File: config.mk
export PLATFORM = sky130hd
export DESIGN_NAME = rtc_alarm_irq_ctrl
export DESIGN_NICKNAME = d
export VERILOG_FILES = /design/src/rtl/rtc_irq_pkg.sv /design/src/rtl/alarm_field_cmp.sv /design/src/rtl/irq_flag_bank.sv /design/src/rtl/rtc_alarm_irq_ctrl.sv
export SDC_FILE = /design/constraint.sdc
export NUM_CORES = 1
export LEC_CHECK = 0
export BUFFER_PORTS_ARGS = -buffer_cell sky130_fd_sc_hd__buf_2
export CORE_UTILIZATION = 33
export CTS_BUF_LIST = sky130_fd_sc_hd__clkbuf_8
export CTS_CLUSTER_DIAMETER = 120
export DETAILED_ROUTE_END_ITERATION = 10
export PLACE_DENSITY = 0.84
export SYNTH_ARGS = -nofsm -noshare
export SYNTH_HDL_FRONTEND = slang
export SYNTH_SLANG_ARGS = --single-unit
export TNS_END_PERCENT = 5
File: constraint.sdc
create_clock -name clk -period 1.37 [get_ports clk]
set_input_delay 0.137 -clock clk [delete_from_list [all_inputs] [get_ports clk]]
set_output_delay 0.137 -clock clk [all_outputs]
set_load 0.01 [all_outputs]
File: src/rtl/rtc_irq_pkg.sv
package rtc_irq_pkg;
    localparam int FIELD_W    = 8;
    localparam int NUM_FIELDS = 3;
    localparam int NUM_SRC    = 3;
    localparam int SRC_UPD    = 0;
    localparam int SRC_ALM    = 1;
    localparam int SRC_PER    = 2;
    localparam int FLAG_W     = NUM_SRC + 1;

    typedef enum logic [0:0] {
        CMP_IDLE = 1'b0,
        CMP_EVAL = 1'b1
    } cmp_state_t;
endpackage

File: src/rtl/alarm_field_cmp.sv
module alarm_field_cmp #(
    parameter int W  = 8,
    parameter int NF = 3
) (
    input  logic [NF*W-1:0] cur_flat,
    input  logic [NF*W-1:0] alm_flat,
    output logic            all_hit
);
    logic [NF-1:0] field_hit;

    for (genvar f = 0; f < NF; f++) begin : g_field
        logic [W-1:0] cur_v;
        logic [W-1:0] alm_v;
        logic         wild;
        assign cur_v = cur_flat[f*W +: W];
        assign alm_v = alm_flat[f*W +: W];
        // top two bits both set marks the field as don't-care
        assign wild  = &alm_v[W-1:W-2];
        assign field_hit[f] = wild | (cur_v == alm_v);
    end

    assign all_hit = &field_hit;
endmodule

File: src/rtl/irq_flag_bank.sv
module irq_flag_bank #(
    parameter int N = 3
) (
    input  logic         clk,
    input  logic         rst_n,
    input  logic [N-1:0] evt,
    input  logic         clr_all,
    input  logic [N-1:0] en,
    output logic [N-1:0] flag_q,
    output logic         irq_any
);
    for (genvar s = 0; s < N; s++) begin : g_src
        always_ff @(posedge clk or negedge rst_n) begin
            if (!rst_n)
                flag_q[s] <= 1'b0;
            else
                // a new event wins over a simultaneous read
                flag_q[s] <= evt[s] | (flag_q[s] & ~clr_all);
        end
    end

    assign irq_any = |(flag_q & en);
endmodule

File: src/rtl/rtc_alarm_irq_ctrl.sv
module rtc_alarm_irq_ctrl
    import rtc_irq_pkg::*;
(
    input  logic       clk,
    input  logic       rst_n,
    input  logic       upd_done,
    input  logic       per_tick,
    input  logic [7:0] cur_sec,
    input  logic [7:0] cur_min,
    input  logic [7:0] cur_hr,
    input  logic [7:0] alm_sec,
    input  logic [7:0] alm_min,
    input  logic [7:0] alm_hr,
    input  logic       en_upd,
    input  logic       en_alm,
    input  logic       en_per,
    input  logic       status_rd,
    output logic [3:0] flags_o,
    output logic       irq_n,
    output logic       status_valid
);
    localparam int FLAT_W = NUM_FIELDS * FIELD_W;

    cmp_state_t           state_q, state_d;
    logic [FLAT_W-1:0]    cur_flat, alm_flat;
    logic                 alarm_hit;
    logic [NUM_SRC-1:0]   evt_vec, en_vec, flag_vec;
    logic                 irq_any;
    logic                 eval_now;

    assign cur_flat = {cur_hr, cur_min, cur_sec};
    assign alm_flat = {alm_hr, alm_min, alm_sec};

    alarm_field_cmp #(
        .W  (FIELD_W),
        .NF (NUM_FIELDS)
    ) u_cmp (
        .cur_flat (cur_flat),
        .alm_flat (alm_flat),
        .all_hit  (alarm_hit)
    );

    // state register
    always_ff @(posedge clk or negedge rst_n) begin
        if (!rst_n)
            state_q <= CMP_IDLE;
        else
            state_q <= state_d;
    end

    // next state: START_EVAL, EVAL_DONE, EVAL_AGAIN
    always_comb begin
        state_d = state_q;
        unique case (state_q)
            CMP_IDLE: if (upd_done) state_d = CMP_EVAL;
            CMP_EVAL: state_d = upd_done ? CMP_EVAL : CMP_IDLE;
            default:  state_d = CMP_IDLE;
        endcase
    end

    // outputs of the sequencer
    always_comb begin
        eval_now = 1'b0;
        unique case (state_q)
            CMP_IDLE: eval_now = 1'b0;
            CMP_EVAL: eval_now = 1'b1;
            default:  eval_now = 1'b0;
        endcase
    end

    always_comb begin
        evt_vec          = '0;
        evt_vec[SRC_UPD] = eval_now;
        evt_vec[SRC_ALM] = eval_now & alarm_hit;
        evt_vec[SRC_PER] = per_tick;
        en_vec           = '0;
        en_vec[SRC_UPD]  = en_upd;
        en_vec[SRC_ALM]  = en_alm;
        en_vec[SRC_PER]  = en_per;
    end

    irq_flag_bank #(
        .N (NUM_SRC)
    ) u_flags (
        .clk     (clk),
        .rst_n   (rst_n),
        .evt     (evt_vec),
        .clr_all (status_rd),
        .en      (en_vec),
        .flag_q  (flag_vec),
        .irq_any (irq_any)
    );

    assign flags_o      = {irq_any, flag_vec[SRC_PER], flag_vec[SRC_ALM], flag_vec[SRC_UPD]};
    assign irq_n        = ~irq_any;
    assign status_valid = 1'b1;
endmodule

==> metrics.txt, run 1 <==
fin. max-slew vios=0; r2r setup slk=0.58 ns; Final Wtd Congestion=0.6736; Tmin final=1.311 ns; drt drc=0; fin area=799.5 um^2; antenna violations before repair=0; max frequency=763.1 MHz; Vias/cell=4.589; r2r startpoint=state_q; drt total wl=1.276 mm; Worst Path Required=1.23 ns; final HPWL from detailed placement=1.100 mm; pin count of the biggest net entering global routing=5; FF-to-FF End=u_flags.flag_q[1]; Synth cell types=11; worst min path class=primary input to flip-flop; Hold Slack=0.02423 ns; Critical Path Start Type=flip-flop; vias in the first global route=561; RSZ-0062 raised after global routing=false; CTS tree=built; Leak Pwr=0.4602 nW; Pre-Repair DR Iteration Count=4; Layout area overhead=79.49%; FP Rows=12; clock skew=0.001615 ns; CP startpoint=u_flags.flag_q[1]; post-route ant nets=0; first-pass GRT wire length=1.911 mm; Final Hold Fails=0; DP Area=748.2 um^2; synthesized net count=104; Fin Setup TNS=0 ns; total CTS buffers=3; Top Ports=62; DRT iter0 DRCs=6; max cap viols=0; Ys Warns=0; fill cell count=101; Starting Density=37.55%; Avg Cell Area, Syn=9.280 um^2; Diodes inserted=0; R2R depth=2; CTS H-tree lvls=1; Setup CP Type=flip-flop to output pin; share of layout cells above drive strength 1=58.18%; Clock Sinks=4; height of the die=38.74 um; area of the die=0.001501 mm^2; met1 Track Usage GR=14.79%; All-Layer GR Usage=18.61%; status=finished clean; Setup crit end kind=output pin; average wire per standard cell=10.29 um; peak fanout along the critical path=3; total core area=0.001186 mm^2; final cycle utilization of the critical path=95.66%; CTS root buf=clkbuf_8; met2 usage=40.42%; layer with the highest usage=met2; commonest cells after routing, fill and taps aside=buf_2, xor2_1, nor4_1; Pwr Total=0.0005593 W; Clock Latency Late Sink=0.22 ns; Post-Syn Instances=48; post-synthesis sequential area ratio=22.47%; Max Root-Sink Buffers=2; number of synthesized register bits=4; crit path capture=flags_o[3]; port buffer count=60; clk slew on worst S/H paths=0.03 ns; Die X=38.74 um; leading cell type in the layout, fill and taps excluded=buf_2; routed vias=569; M3 GR Usage=2.312%; Max VDD drop=0.4531 mV; Nets=168; Cell Area, Synth=445.4 um^2; total grt overflow=0; P per Cell Area=699.5 mW/mm^2; crit path DAT=1.17 ns; final setup fails=0
## kinds of logic after synthesis
group | Yosys count | share of synthesized area (%)
flops | 4 | 22.47
xor+xnor | 24 | 47.19
compound gates | 7 | 14.33
other cells | 1 | 0.8419
buf+inv | 5 | 5.898
simple gates | 7 | 9.270
## report_power, final
group / total (W) / switching (W) / internal, W
combinational: 0.000181 / 0.0000773 / 0.000103
clock: 0.000250 / 0.0000622 / 0.000187
sequential: 0.000129 / 0.00000408 / 0.000125
## Yosys cell counts
master	number	area share, %
nor4_1	6	8.4
a21o_1	2	3.4
buf_4	2	3.4
nand2_1	1	0.84
inv_1	3	2.5
a222oi_1	1	2.2
conb_1	1	0.84
a22oi_1	3	5.1
dfrtp_1	4	22
xor2_1	24	47
o41ai_2	1	3.7
## flip-flops by register name, indices dropped and copies added, names as in the netlist
signal and cells:
u_flags.flag_q 3, state_q 1
## area by class of cell
class	instances	area (um^2)	share of cell area, %
timing repair buffer	61	310.3	38.81
sequential	4	100.1	12.52
multi-input combinational	39	319.1	39.91
inverter	3	11.26	1.408
clock buffer	3	41.29	5.164
tap	14	17.52	2.191
## metrics by stage
step,setup WS [ns],std cells,util (%)
after floorplan,0.07673,48,-
after global placement,0.1665,120,63.08
after detailed placement,0.1502,120,63.08
after CTS,0.05545,124,67.41
after global routing,0.02035,124,67.41
final,0.05950,124,67.41
## timing repair
action / CTS / global route
resized for setup: 0 / 0
hold buffers: 1 / 0
endpoints found under the hold margin: 4 / 0
setup buffers: 0 / 0
## metal layers
layer / part of all wire [%] / vias to the layer above
met5: 0 / -
met4: 2.0 / 0
met3: 7.2 / 4
met2: 60 / 35
met1: 30 / 241
li1: - / 289
## worst min path at each step
| stage | start | endpoint | slack, ns | cells past startpoint |
|---|---|---|---|---|
| finish | upd_done | state_q | 0.02 | 1 |
| global route | upd_done | state_q | 0.02 | 1 |
| global placement | rst_n | u_flags.flag_q[2] | -0.05 | 1 |
| detailed placement | rst_n | u_flags.flag_q[0] | -0.05 | 1 |
| CTS | upd_done | state_q | 0.03 | 1 |
| floorplan | rst_n | state_q | -0.16 | 0 |
## critical path, cell delays in order, from the launching register on
cell and delay [ns]:
dfrtp_1 0.39, a222oi_1 0.36, inv_1 0.06, buf_2 0.14
No activity file was read; power rests on OpenSTA's default activity.
==> run 2: changes to the inputs <==
--- a/config.mk
+++ b/config.mk
@@ -6,11 +6,11 @@
 export NUM_CORES = 1
 export LEC_CHECK = 0
 export BUFFER_PORTS_ARGS = -buffer_cell sky130_fd_sc_hd__buf_2
-export CORE_UTILIZATION = 33
-export CTS_BUF_LIST = sky130_fd_sc_hd__clkbuf_8
+export CORE_UTILIZATION = 32
 export CTS_CLUSTER_DIAMETER = 120
 export DETAILED_ROUTE_END_ITERATION = 10
-export PLACE_DENSITY = 0.84
+export GPL_ROUTABILITY_DRIVEN = 0
+export PLACE_DENSITY = 0.82
 export SYNTH_ARGS = -nofsm -noshare
 export SYNTH_HDL_FRONTEND = slang
 export SYNTH_SLANG_ARGS = --single-unit
==> metrics.txt, run 2 (synthesis gave the netlist of run 1 again) <==
Internal=0.0003255 W (-22%); FP Rows=13 (+1); max frequency=739.2 MHz (-3.1%); crit path DAT=1.22 ns (+0.05 ns); Combinational Power Share=40.2% (+7.9 points); clk slew on worst S/H paths=0.03 ns (about the same); Setup crit end kind=output pin; Biggest register=u_flags.flag_q; final cycle utilization of the critical path=98.75% (+3.1 points); drt drc=0 (unchanged); area of the die=0.001545 mm^2 (+3.0%); Non-Filler Instances=125 (+0.81%); CTS H-tree lvls=1 (unchanged); Pre-Repair DR Iteration Count=4 (unchanged); Tmin final=1.353 ns (+0.04235 ns); Max Root-Sink Buffers=2 (unchanged); final setup fails=0 (unchanged); Diodes inserted=0 (unchanged); vias in the first global route=550 (-2.0%); Critical Path Start Type=flip-flop; RSZ-0062 raised after global routing=true; total CTS buffers=3 (unchanged); status=finished clean; pin count of the biggest net entering global routing=5 (unchanged); drt total wl=1.136 mm (-11%); share of layout cells above drive strength 1=58.18% (unchanged); Die X=39.31 um (+1.5%); Max VDD drop=0.4241 mV (-6.4%); total grt overflow=0 (unchanged); P per Cell Area=568.4 mW/mm^2 (-19%); post-cts sizing count=0 (unchanged); first-pass GRT wire length=1.780 mm (-6.9%); Regs by FF count=u_flags.flag_q: 3 flops, state_q: 1 flops; post-route ant nets=0 (unchanged); Clock Latency Late Sink=0.23 ns (about the same); Setup CP Type=flip-flop to output pin; max cap viols=0 (unchanged); clock skew=0.003525 ns (+0.001910 ns); final HPWL from detailed placement=1.084 mm (-1.4%); Clock Sinks=4 (unchanged); height of the die=39.31 um (+1.5%); Starting Density=34.23% (-3.3 points); sequential power share=29.0% (+5.9 points); DRT iter0 DRCs=4 (-2); top routing layer used=met4; Clk network pwr share=30.8% (-14 points); Pwr Total=0.0004445 W (-21%); worst min path class=primary input to flip-flop; Layout area overhead=75.56%; CTS tree=built; commonest cells after routing, fill and taps aside=buf_2, xor2_1, nor4_1; Worst Path Required=1.23 ns (about the same); Nets=168 (unchanged); All-Layer GR Usage=16.71% (-1.9 points); max FFs per register=3 (unchanged); Vias/cell=4.560 (-0.63%); Final Hold Fails=0 (unchanged); peak fanout along the critical path=3 (unchanged); fin. max-slew vios=0 (unchanged); P_sw=0.0001190 W (-17%); Leak Pwr=0.4524 nW (-1.7%); antenna violations before repair=0 (unchanged); Top Ports=62 (unchanged); wl on met1=341 um (-12%); routed vias=570 (+0.18%); DP Cell Count=121 (+0.83%); sw frac=26.77% (+1.1 points); CTS root buf=clkbuf_4; port buffer count=60 (unchanged); leading cell type in the layout, fill and taps excluded=buf_2; average wire per standard cell=9.088 um (-12%); total core area=0.001301 mm^2 (+9.7%); routed length on met3=100 um (+8.7%); met2 routed WL=683 um (-11%)
==> run 2: final timing paths <==
path | depth (start not counted) | to | slack (ns) | start
worst max-delay path | 2 | irq_n | 0.02 | u_flags.flag_q[1]
worst min-delay path | 1 | state_q | 0.02 | upd_done
worst max register to register | 2 | u_flags.flag_q[1] | 0.56 | state_q
worst min register to register | 1 | u_flags.flag_q[0] | 0.46 | state_q
max in group asynchronous | 2 | u_flags.flag_q[1] | 1.01 | rst_n
min in group asynchronous | 2 | u_flags.flag_q[0] | 0.24 | rst_n
==> run 2: cell type report <==
type	instances	area, um^2
flip-flops and latches	4	100.1
multi-input cells	39	319.1
clock buffers	3	22.52
fillers	137	519.2
well taps	15	18.77
repair buffers	61	310.3
inverters	3	11.26
==> run 2: metal layers <==
| metal | GRT usage, % | up-vias |
|---|---|---|
| met4 | 6.897 | 0 |
| met3 | 1.705 | 2 |
| met2 | 36.67 | 30 |
| met5 | 0 | - |
| li1 | - | 289 |
| met1 | 14.34 | 249 |
==> run 2: power by group through the flow <==
stage	Sequential, W	Combinational (W)	Clock (W)
after CTS	0.000129	0.000182	0.000142
after global placement	0.000130	0.000173	0
after detailed placement	0.000130	0.000179	0
final	0.000129	0.000179	0.000137
after floorplan	0.000132	0.0000733	0
after global routing	0.000130	0.000202	0.000149
==> run 2: critical path, cell delays in order (launching register included) <==
cell      delay [ns]
dfrtp_1         0.38
a222oi_1        0.41
buf_2           0.21
==> run 2: timing repair <==
action                     CTS  global route
setup buffers                0             0
hold buffers                 1             0
hold endpoints to repair     4             0
setup endpoints to repair    2             2
==> run 2: stage by stage <==
stage	worst slack (ns)	util, %	setup TNS [ns]	hold WS (ns)	area (um^2)
after floorplan	0.07673	-	0	-0.1586	445.4
after global placement	0.1786	57.60	0	-0.05464	749.5
after detailed placement	0.1111	57.60	0	-0.05613	749.5
after CTS	-0.0007400	60.10	-0.0009884	0.01367	782.0
after global routing	-0.06699	60.10	-0.09599	0.01505	782.0
final	0.01714	60.10	0	0.02025	782.0
